$ cat src/rtl/osc_pkg.sv
package osc_pkg;
  localparam int NUM_OSC  = 3;
  localparam int ACC_W    = 24;
  localparam int FREQ_W   = 16;
  localparam int PW_W     = 12;
  localparam int WAVE_W   = 12;
  localparam int NOISE_W  = 23;
  localparam int SEL_W    = 4;
  localparam int BYTE_W   = 8;
  localparam int VSEL_W   = $clog2(NUM_OSC + 1);
  localparam int NOISE_TAP_HI = 22;
  localparam int NOISE_TAP_LO = 17;
  localparam int NOISE_CLK_BIT = 19;
  localparam logic [NOISE_W-1:0] NOISE_SEED = 23'h7FFFF8;

  typedef enum logic [2:0] {
    REG_FREQ_LO = 3'd0,
    REG_FREQ_HI = 3'd1,
    REG_PW_LO   = 3'd2,
    REG_PW_HI   = 3'd3,
    REG_CTRL    = 3'd4
  } regSel_e;

  typedef struct packed {
    logic [NUM_OSC-1:0] testSet;
    logic [NUM_OSC-1:0] testClr;
  } oscStrobe_t;
endpackage

$ cat src/rtl/osc_ctrl.sv
module osc_ctrl
  import osc_pkg::*;
(
  input  logic                             clk,
  input  logic                             rstN,
  input  logic                             wrEn,
  input  logic [VSEL_W-1:0]                wrVoice,
  input  logic [2:0]                       wrSel,
  input  logic [BYTE_W-1:0]                wrData,
  output logic [NUM_OSC-1:0][FREQ_W-1:0]   freq,
  output logic [NUM_OSC-1:0][PW_W-1:0]     pw,
  output logic [NUM_OSC-1:0][SEL_W-1:0]    waveSel,
  output logic [NUM_OSC-1:0]               testHold,
  output logic [NUM_OSC-1:0]               ringEn,
  output logic [NUM_OSC-1:0]               syncEn,
  output oscStrobe_t                       strobe
);
  localparam int PW_HI_W = PW_W - BYTE_W;

  for (genvar v = 0; v < NUM_OSC; v++) begin : g_voice
    logic hitVoice;
    logic ctrlWr;
    logic [FREQ_W-1:0] freqQ;
    logic [PW_W-1:0]   pwQ;
    logic [SEL_W-1:0]  selQ;
    logic              testQ, ringQ, syncQ;

    assign hitVoice = wrEn && (wrVoice == VSEL_W'(v));
    assign ctrlWr   = hitVoice && (wrSel == REG_CTRL);

    always_ff @(posedge clk) begin
      if (!rstN) begin
        freqQ <= '0;
        pwQ   <= '0;
        selQ  <= '0;
        testQ <= 1'b0;
        ringQ <= 1'b0;
        syncQ <= 1'b0;
      end else if (hitVoice) begin
        case (wrSel)
          REG_FREQ_LO: freqQ[BYTE_W-1:0]      <= wrData;
          REG_FREQ_HI: freqQ[FREQ_W-1:BYTE_W] <= wrData;
          REG_PW_LO:   pwQ[BYTE_W-1:0]        <= wrData;
          REG_PW_HI:   pwQ[PW_W-1:BYTE_W]     <= wrData[PW_HI_W-1:0];
          REG_CTRL: begin
            selQ  <= wrData[7:4];
            testQ <= wrData[3];
            ringQ <= wrData[2];
            syncQ <= wrData[1];
          end
          default: ;
        endcase
      end
    end

    assign freq[v]           = freqQ;
    assign pw[v]             = pwQ;
    assign waveSel[v]        = selQ;
    assign testHold[v]       = testQ;
    assign ringEn[v]         = ringQ;
    assign syncEn[v]         = syncQ;
    assign strobe.testSet[v] = ctrlWr && wrData[3];
    assign strobe.testClr[v] = ctrlWr && !wrData[3] && testQ;
  end
endmodule

$ cat src/rtl/osc_wave_shaper.sv
module osc_wave_shaper
  import osc_pkg::*;
(
  input  logic [ACC_W-1:0]   acc,
  input  logic               partnerMsb,
  input  logic               ringEn,
  input  logic               testHold,
  input  logic [PW_W-1:0]    pw,
  input  logic [NOISE_W-1:0] noise,
  input  logic [SEL_W-1:0]   waveSel,
  output logic [WAVE_W-1:0]  wave
);
  logic [WAVE_W-1:0] triWave, sawWave, pulseWave, noiseWave;
  logic [WAVE_W-1:0] triTerm, sawTerm, pulseTerm;
  logic              foldBit;

  assign foldBit   = acc[ACC_W-1] ^ (ringEn & partnerMsb);
  assign triWave   = foldBit ? ~acc[ACC_W-2 -: WAVE_W] : acc[ACC_W-2 -: WAVE_W];
  assign sawWave   = acc[ACC_W-1 -: WAVE_W];
  assign pulseWave = (testHold || (sawWave >= pw)) ? '1 : '0;
  assign noiseWave = {noise[22], noise[20], noise[16], noise[13],
                      noise[11], noise[7], noise[4], noise[2], 4'b0000};

  assign triTerm   = waveSel[0] ? triWave   : '1;
  assign sawTerm   = waveSel[1] ? sawWave   : '1;
  assign pulseTerm = waveSel[2] ? pulseWave : '1;

  always_comb begin
    if (waveSel[3]) wave = (waveSel[2:0] == 3'b000) ? noiseWave : '0;
    else if (waveSel[2:0] == 3'b000) wave = '0;
    else wave = triTerm & sawTerm & pulseTerm;
  end
endmodule

$ cat src/rtl/osc_datapath.sv
module osc_datapath
  import osc_pkg::*;
(
  input  logic                             clk,
  input  logic                             rstN,
  input  logic [NUM_OSC-1:0][FREQ_W-1:0]   freq,
  input  logic [NUM_OSC-1:0][PW_W-1:0]     pw,
  input  logic [NUM_OSC-1:0][SEL_W-1:0]    waveSel,
  input  logic [NUM_OSC-1:0]               testHold,
  input  logic [NUM_OSC-1:0]               ringEn,
  input  logic [NUM_OSC-1:0]               syncEn,
  input  oscStrobe_t                       strobe,
  output logic [NUM_OSC-1:0][ACC_W-1:0]    acc,
  output logic [NUM_OSC-1:0][NOISE_W-1:0]  noise,
  output logic [NUM_OSC-1:0]               syncHit,
  output logic [NUM_OSC-1:0][WAVE_W-1:0]   wave
);
  logic [NUM_OSC-1:0] msbRise;

  for (genvar v = 0; v < NUM_OSC; v++) begin : g_osc
    localparam int SRC  = (v + NUM_OSC - 1) % NUM_OSC;
    localparam int SRC2 = (v + 2 * NUM_OSC - 2) % NUM_OSC;

    logic [ACC_W-1:0]   accQ, accSum;
    logic [NOISE_W-1:0] noiseQ;
    logic               running, noiseStep;

    assign accSum    = accQ + ACC_W'(freq[v]);
    assign running   = !testHold[v] && !strobe.testSet[v];
    assign msbRise[v] = running && !accQ[ACC_W-1] && accSum[ACC_W-1];
    assign noiseStep = !accQ[NOISE_CLK_BIT] && accSum[NOISE_CLK_BIT];
    assign syncHit[v] = msbRise[SRC] && syncEn[v] && !(syncEn[SRC] && msbRise[SRC2]);

    always_ff @(posedge clk) begin
      if (!rstN) begin
        accQ   <= '0;
        noiseQ <= NOISE_SEED;
      end else begin
        accQ <= (!running || syncHit[v]) ? '0 : accSum;
        if (strobe.testSet[v])      noiseQ <= '0;
        else if (strobe.testClr[v]) noiseQ <= NOISE_SEED;
        else if (testHold[v])       noiseQ <= '0;
        else if (noiseStep)
          noiseQ <= {noiseQ[NOISE_W-2:0], noiseQ[NOISE_TAP_HI] ^ noiseQ[NOISE_TAP_LO]};
      end
    end

    osc_wave_shaper u_shaper (
      .acc       (accQ),
      .partnerMsb(acc[SRC][ACC_W-1]),
      .ringEn    (ringEn[v]),
      .testHold  (testHold[v]),
      .pw        (pw[v]),
      .noise     (noiseQ),
      .waveSel   (waveSel[v]),
      .wave      (wave[v])
    );

    assign acc[v]   = accQ;
    assign noise[v] = noiseQ;
  end
endmodule

$ cat src/rtl/tone_osc_trio.sv
module tone_osc_trio
  import osc_pkg::*;
(
  input  logic                        clk,
  input  logic                        rstN,
  input  logic                        wrEn,
  input  logic [VSEL_W-1:0]           wrVoice,
  input  logic [2:0]                  wrSel,
  input  logic [BYTE_W-1:0]           wrData,
  output logic [NUM_OSC*WAVE_W-1:0]   waveBus,
  output logic [BYTE_W-1:0]           oscRead
);
  logic [NUM_OSC-1:0][FREQ_W-1:0]  freq;
  logic [NUM_OSC-1:0][PW_W-1:0]    pw;
  logic [NUM_OSC-1:0][SEL_W-1:0]   waveSel;
  logic [NUM_OSC-1:0]              testHold, ringEn, syncEn, syncHit;
  logic [NUM_OSC-1:0][ACC_W-1:0]   acc;
  logic [NUM_OSC-1:0][NOISE_W-1:0] noise;
  logic [NUM_OSC-1:0][WAVE_W-1:0]  wave;
  oscStrobe_t                      strobe;

  osc_ctrl u_ctrl (
    .clk, .rstN, .wrEn, .wrVoice, .wrSel, .wrData,
    .freq, .pw, .waveSel, .testHold, .ringEn, .syncEn, .strobe
  );

  osc_datapath u_dp (
    .clk, .rstN, .freq, .pw, .waveSel, .testHold, .ringEn, .syncEn, .strobe,
    .acc, .noise, .syncHit, .wave
  );

  assign waveBus = wave;
  assign oscRead = wave[NUM_OSC-1][WAVE_W-1 -: BYTE_W];
endmodule

$ cat config.mk
export PLATFORM = sky130hd
export DESIGN_NAME = tone_osc_trio
export DESIGN_NICKNAME = d
export VERILOG_FILES = /design/src/rtl/osc_pkg.sv /design/src/rtl/osc_ctrl.sv /design/src/rtl/osc_wave_shaper.sv /design/src/rtl/osc_datapath.sv /design/src/rtl/tone_osc_trio.sv
export SDC_FILE = /design/constraint.sdc
export NUM_CORES = 1
export LEC_CHECK = 0
export ABC_AREA = 0
export BUFFER_PORTS_ARGS = -buffer_cell sky130_fd_sc_hd__buf_2
export CAP_MARGIN = 20
export CORE_AREA = 2 2 175 177
export CTS_CLUSTER_DIAMETER = 80
export DETAILED_ROUTE_END_ITERATION = 7
export DIE_AREA = 0 0 177 179
export MAX_ROUTING_LAYER = met4
export PLACE_DENSITY = 0.68
export SLEW_MARGIN = 20
export SYNTH_ARGS = -nofsm -noshare
export SYNTH_HDL_FRONTEND = slang
export SYNTH_SLANG_ARGS = --single-unit
$ cat constraint.sdc
create_clock -name clk -period 3.1 [get_ports clk]
set_input_delay 0.62 -clock clk [delete_from_list [all_inputs] [get_ports clk]]
set_output_delay 0.62 -clock clk [all_outputs]
set_load 0.03 [all_outputs]
---- After elaboration in Yosys (flattened, before gate mapping) ----
Index checks and enable logic that the tools add are counted.
cells by class
  eq/ne operators ......................... 6
  magnitude comparators ................... 3
  mux-type cells .......................... 36
  reductions and logical operators ........ 87
  bitwise operators ....................... 19
  $add $sub $neg .......................... 3
operator list
  kind                  count
  $mux W12              24
  $mux W23              12
  $add A24 B16 Y24      3
  $and A12 B12 Y12      6
  $ge A12 B12 Y1        3
  $not A12 Y12          3
  $logic_and A1 B1 Y1   33
  $reduce_and A2 Y1     15
  $logic_not A1 Y1      19
  $logic_not A3 Y1      4
  $reduce_bool A4 Y1    3
  $reduce_or A4 Y1      3
  $eq A3 B2 Y1 const B  2
  $logic_or A1 B1 Y1    6
  $reduce_or A2 Y1      3
  $xor A1 B1 Y1         6
  $and A1 B1 Y1         3
  $eq A3 B1 Y1 const B  1
  $eq A3 B3 Y1 const B  1
  $eq A2 B1 Y1 const B  1
  $eq A2 B2 Y1 const B  1
  $logic_not A2 Y1      1
  $not A1 Y1            1
word-level totals
  register bits ........................... 246
  word-level logic and storage cells ...... 187
  input port bits ......................... 16
  output and inout bits ................... 44

---- Depth between registers and ports, before layout ----
  word-level depth ........................ 13
  gate-level depth with buffers ........... 14
  mapped depth without buffers ............ 11

---- Modules after synthesis ----
A second synthesis with hierarchy kept.
second synthesis, totals
  cells, all modules ...................... 1616
  area, all modules ....................... 13902.1 um^2
by module, submodules not included
  module           area an instance (um^2)  cells each  times used  sequential area each (um^2)
  osc_datapath     7753.7                   912         1           2822.7
  osc_ctrl         3982.6                   393         1           2102.0
  osc_wave_shaper  701.9                    101         3           0.0
  tone_osc_trio    60.1                     8           1           0.0

---- Worst setup path after synthesis ----
No wires, ideal clock.
  kind .................................... flip-flop to output port
  from .................................... register u_dp.g_osc[2].accQ[12]
  to ...................................... output port waveBus[29]
  setup slack ............................. -0.287 ns
  arrival ................................. 2.767 ns
  cell stages (with the launch flop) ...... 13
  path buffers ............................ 2
  data required time ...................... 2.480 ns
  path through ............................ dfxtp_1 inv_1 ha_1 nand2b_1 a21o_1 a21o_1 a211oi_1 nor3b_1 o21a_1 a41oi_1 clkbuf_1 o21ai_0 buf_4
between the ends
  longest elaborated chain between the ends .. 7
RTL lines
  what                    line                   source
  start, declared         osc_datapath.sv:24     logic [ACC_W-1:0] accQ, accSum;
  start signal, assigned  osc_datapath.sv:39     accQ <= (!running || syncHit[v]) ? '0 : accSum;
  $ge A12 B12 Y1          osc_wave_shaper.sv:20  assign pulseWave = (testHold || (sawWave >= pw)) ? '1 : '0;
  $logic_or A1 B1 Y1      osc_wave_shaper.sv:20
  $mux W12                osc_wave_shaper.sv:20
  $mux W12                osc_wave_shaper.sv:26  assign pulseTerm = waveSel[2] ? pulseWave : '1;
  $and A12 B12 Y12        osc_wave_shaper.sv:31  else wave = triTerm & sawTerm & pulseTerm;
  $mux W12                osc_wave_shaper.sv:30  else if (waveSel[2:0] == 3'b000) wave = '0;
  $mux W12                osc_wave_shaper.sv:29  if (waveSel[3]) wave = (waveSel[2:0] == 3'b000) ? noiseWave : '0;
  end, declared           tone_osc_trio.sv:10    output logic [NUM_OSC*WAVE_W-1:0] waveBus,
Every way passes these cells.

---- Final worst setup path ----
  from .................................... register u_dp.g_osc[1].accQ[12]
  to ...................................... output port waveBus[12]
between the ends
  longest elaborated chain between the ends .. 7
  elaborated cells on any way between the ends .. 9
  those cells by class .................... 1 x order compare; 5 x mux; 2 x bitwise; 1 x reduce/logical
RTL lines
  what                    line
  start, declared         osc_datapath.sv:24
  start signal, assigned  osc_datapath.sv:39
  $ge A12 B12 Y1          osc_wave_shaper.sv:20
  $logic_or A1 B1 Y1      osc_wave_shaper.sv:20
  $mux W12                osc_wave_shaper.sv:20
  $mux W12                osc_wave_shaper.sv:26
  $and A12 B12 Y12 *      osc_wave_shaper.sv:31
  $mux W12 *              osc_wave_shaper.sv:30
  $mux W12 *              osc_wave_shaper.sv:29
Every way passes the cells marked *; elsewhere a longest branch is shown, timed or not.

==> metrics.yaml <==
synth:
  synth_edf_count: 0
  yosysUniqueCellTypes: 63
  synth_compound_area_share_pct: 18.4
  synthMuxAreaShare_pct: 5.97
  ys_seq_area_share_pct: 37.1
  avgSynthCellArea_sq_um: 8.49
  synth_top_family_by_area: "simple AND/OR/NAND/NOR gates"
  async_flop_share_pct: 0
  syn_area_sq_um: 13300
  synthAdderAreaFrac_pct: 8.65
  synth-simple-area-share_pct: 18.7
  synth-xor-area-share_pct: 6.01
  yosysWarnings: 0
  ys_ff_latch: 246
  synth_flop_cell: "dfxtp_1"
  syn-num-nets: 1669
  synthCells: 1563
cells_and_area:
  filler_cell_count: 2690
  drive_above_1_share_pct: 15.6
  nNetsFinal: 1726
  area_delta_synth_final_pct: 18.8
  fin_cells: 2037
detailed_routing:
  wl_per_cell_um: 16.1
  drtIter0Drc: 625
  via_count: 11100
  drc: 0
  vias_per_cell: 5.44
  drt_pass1_iterations: 5
  wirelength_um: 32800
  ant_nets: 0
setup_path:
  crit_family: "compound AO/OA/AOI/OAI gates"
  critPathBufInv: 3
  cp-end-kind: "output pin"
  cp-start-kind: "register"
  cp.required_ps: 2480
  crit_slowest_cell: "dfxtp_2"
  cp.arrival_ps: 2710
  critical_path_class: "reg -> out"
  cp_slowest_stage_delay_ps: 350
  path_common_cell: "a21o_1"
  cp_cell_sequence: "inv_4 -> ha_4 -> nand2b_4 -> a21o_1 -> a21o_1 -> a211oi_2 -> nor3b_2 -> o21a_1 -> a41oi_2 -> buf_6 -> a221oi_2 -> buf_4"
  cp_max_fo: 6
die:
  die_area_sq_um: 31700
  initial_utilization_pct: 44.2
  num_rows: 64
  core_sq_um: 30000
  die_w_um: 177
  ios: 60
  die_y_um: 179
power_and_ir_drop:
  power.density_nw_per_um2: 436
  p_int_w: 0.00525
  p_comb_share_pct: 6.8
  leakage_nw: 6.78
  ir_drop_mv: 0.345
  power.clock.fraction_pct: 46.4
  switching_share_pct: 23.6
  switching_power_w: 0.00163
  power.sequential.fraction_pct: 46.8
sta:
  post-route-period-util_pct: 108
  final_max_slew_viol_count: 0
  finalSetupTns_ps: -8290
  hold_viol: 0
  worst_slew_pin_slew_ps: 709
  fin_crit_ps: 3330
  fin_skew_ps: 11.4
  layout_setup_ws_ps: -235
  fmax_ghz: 0.300
  setup_viol: 44
  max-slew-margin-rel_pct: 52.7
  rsz0062_at_grt: "yes"
grt:
  grt_max_degree: 56
  grt_pass1_wl_um: 53000
  antenna_found_initial: 1
  grt_pass1_vias: 10500
  grt.total_usage_pct: 20.9
  gr-total-overflow: 0
placement:
  port_buffers: 59
  dpl.cell_count: 1975
  routabilityCongestion: 0.855
  dp_hpwl_um: 21800
status:
  violations: "setup timing"
  status: "finished with violations"
cts:
  cts_tree: "done"
  cts.clk_slew.worst_paths_ps: 70
  cts_max_level: 1
  ctsHoldBuffers: 0
  clock_latency_ps: 530
  cts_root_buffer: "clkbuf_16"
  clock-sinks: 246
  cts_made_buffers: 27
  clockBufferDepth: 3
hold_path:
  hp-class: "in -> reg"
job:
  maxCapViolations: 0
-- power by group through the flow --
stage	sequential [W]	combinational, W	clock, W
after floorplan	0.00328	0.000282	0
after global placement	0.00328	0.000394	0
after detailed placement	0.00329	0.000400	0
after CTS	0.00322	0.000459	0.00324
after global routing	0.00322	0.000502	0.00337
final	0.00322	0.000467	0.00319
-- stage by stage --
stage	utilization (%)	setup WS, ps	instance area [sq um]	hold WS, ps	power [W]
2_1_floorplan	-	-69.0	13300	448	0.00356
3_3_place_gp	46.9	-94.4	14100	460	0.00368
3_5_place_dp	46.9	-167	14100	464	0.00369
4_1_cts	52.0	-258	15600	445	0.00692
5_1_grt	52.5	-353	15800	456	0.00709
6_report	52.5	-235	15800	461	0.00688
-- worst paths after layout --
kind              cells past startpoint                         end                        from  slack, ps
setup / recovery                     12                 waveBus[12]      u_dp.g_osc[1].accQ[12]       -230
hold / removal                        2   u_ctrl.g_voice[1].selQ[3]                        rstN        460
setup reg to reg                      9       u_dp.g_osc[2].accQ[6]  u_ctrl.g_voice[1].freqQ[6]        150
hold reg to reg                       2  u_ctrl.g_voice[1].freqQ[4]  u_ctrl.g_voice[1].freqQ[4]        470
-- placed cells by master, fill, tap and decap left out, types with 23 or more instances in the layout --
cell type  count
dfxtp_1      239
nand2_1      194
nor2_1       111
a21oi_1       95
nor2b_1       89
ha_1          83
mux2i_1       78
inv_1         69
o211ai_1      67
buf_4         67
xnor2_1       47
o21ai_0       44
xor2_1        44
buf_6         38
nand3_1       36
clkbuf_16     27
a21boi_0      25
a21o_1        23
-- metal layers --
layer	vias up	wire length [um]	share of wire (%)	track usage [%]
met5	-	0	0	-
met4	0	786	2.4	6.23
met3	64	1350	4.1	2.54
met2	201	15500	47	34.8
met1	5271	15100	46	26.6
li1	5541	-	-	-
-- Yosys cell counts (3+ instances only) --
library cell    n  area share, %
dfxtp_1       246             37
nand2_1       194            5.5
nor2_1        112            3.2
a21oi_1        95            3.6
nor2b_1        89            4.2
ha_1           87            8.2
mux2i_1        78            5.9
clkbuf_1       76            2.1
inv_1          72            2.0
o21ai_0        68            2.6
o211ai_1       67            3.8
xnor2_1        47            3.1
xor2_1         44            2.9
nand3_1        36            1.4
a21boi_0       25            1.4
a21o_1         23            1.3
a211oi_1       21            1.2
nor3_1         21           0.79
and2_1         14           0.66
a221oi_1       13           0.86
and3_1         12           0.57
o21a_1          9           0.51
a31oi_1         8           0.38
buf_4           8           0.45
nor3b_1         8           0.45
nand2b_1        7           0.33
nand4_1         7           0.33
buf_2           5           0.19
o31ai_1         5           0.28
a311oi_1        4           0.26
a31o_2          4           0.26
buf_1           4           0.11
nand3b_1        4           0.23
nand4b_1        4           0.26
o21bai_1        4           0.23
or2_2           4           0.19
a21oi_2         3           0.20
a41oi_1         3           0.20
fa_1            3           0.45
-- timing repair --
item | CTS | global route
pin swaps | 34 | 8
gates resized for setup | 163 | 29
setup endpoints to repair | 88 | 88
cloned | 4 | 1
setup buffers | 4 | 3
-- state kept, by name, indices dropped and copies added (netlist names) --
register	count
u_ctrl.g_voice.syncQ	3
u_ctrl.g_voice.selQ	12
u_ctrl.g_voice.pwQ	36
u_ctrl.g_voice.freqQ	48
u_ctrl.g_voice.ringQ	3
u_ctrl.g_voice.testQ	3
u_dp.g_osc.noiseQ	69
u_dp.g_osc.accQ	72
-- cell type report --
type,count,area (sq um),area share [%]
inverters,72,275,1.75
repair buffers,122,1060,6.73
clock inverters,14,161,1.02
flip-flops and latches,246,4930,31.3
multi-input cells,1151,8120,51.5
well taps,396,495,3.14
clock buffers,34,712,4.52
diodes,2,5.00,0.0317
-- logic make-up after synthesis --
group | after synthesis
buf+inv | 168
compound gates | 368
fa+ha+maj | 90
xor+xnor | 91
flops | 246
simple gates | 521
mux | 79
-- worst register-to-register path, stage by stage (launching register included) --
cell and delay (ps):
dfxtp_1 320, ha_1 310, o21a_1 160, nor2_1 60, or3b_4 410, o311ai_4 320, a221oi_1 140, o22a_1 310
o31ai_4 620, a211oi_1 130
(Power assumes the default switching activity.)
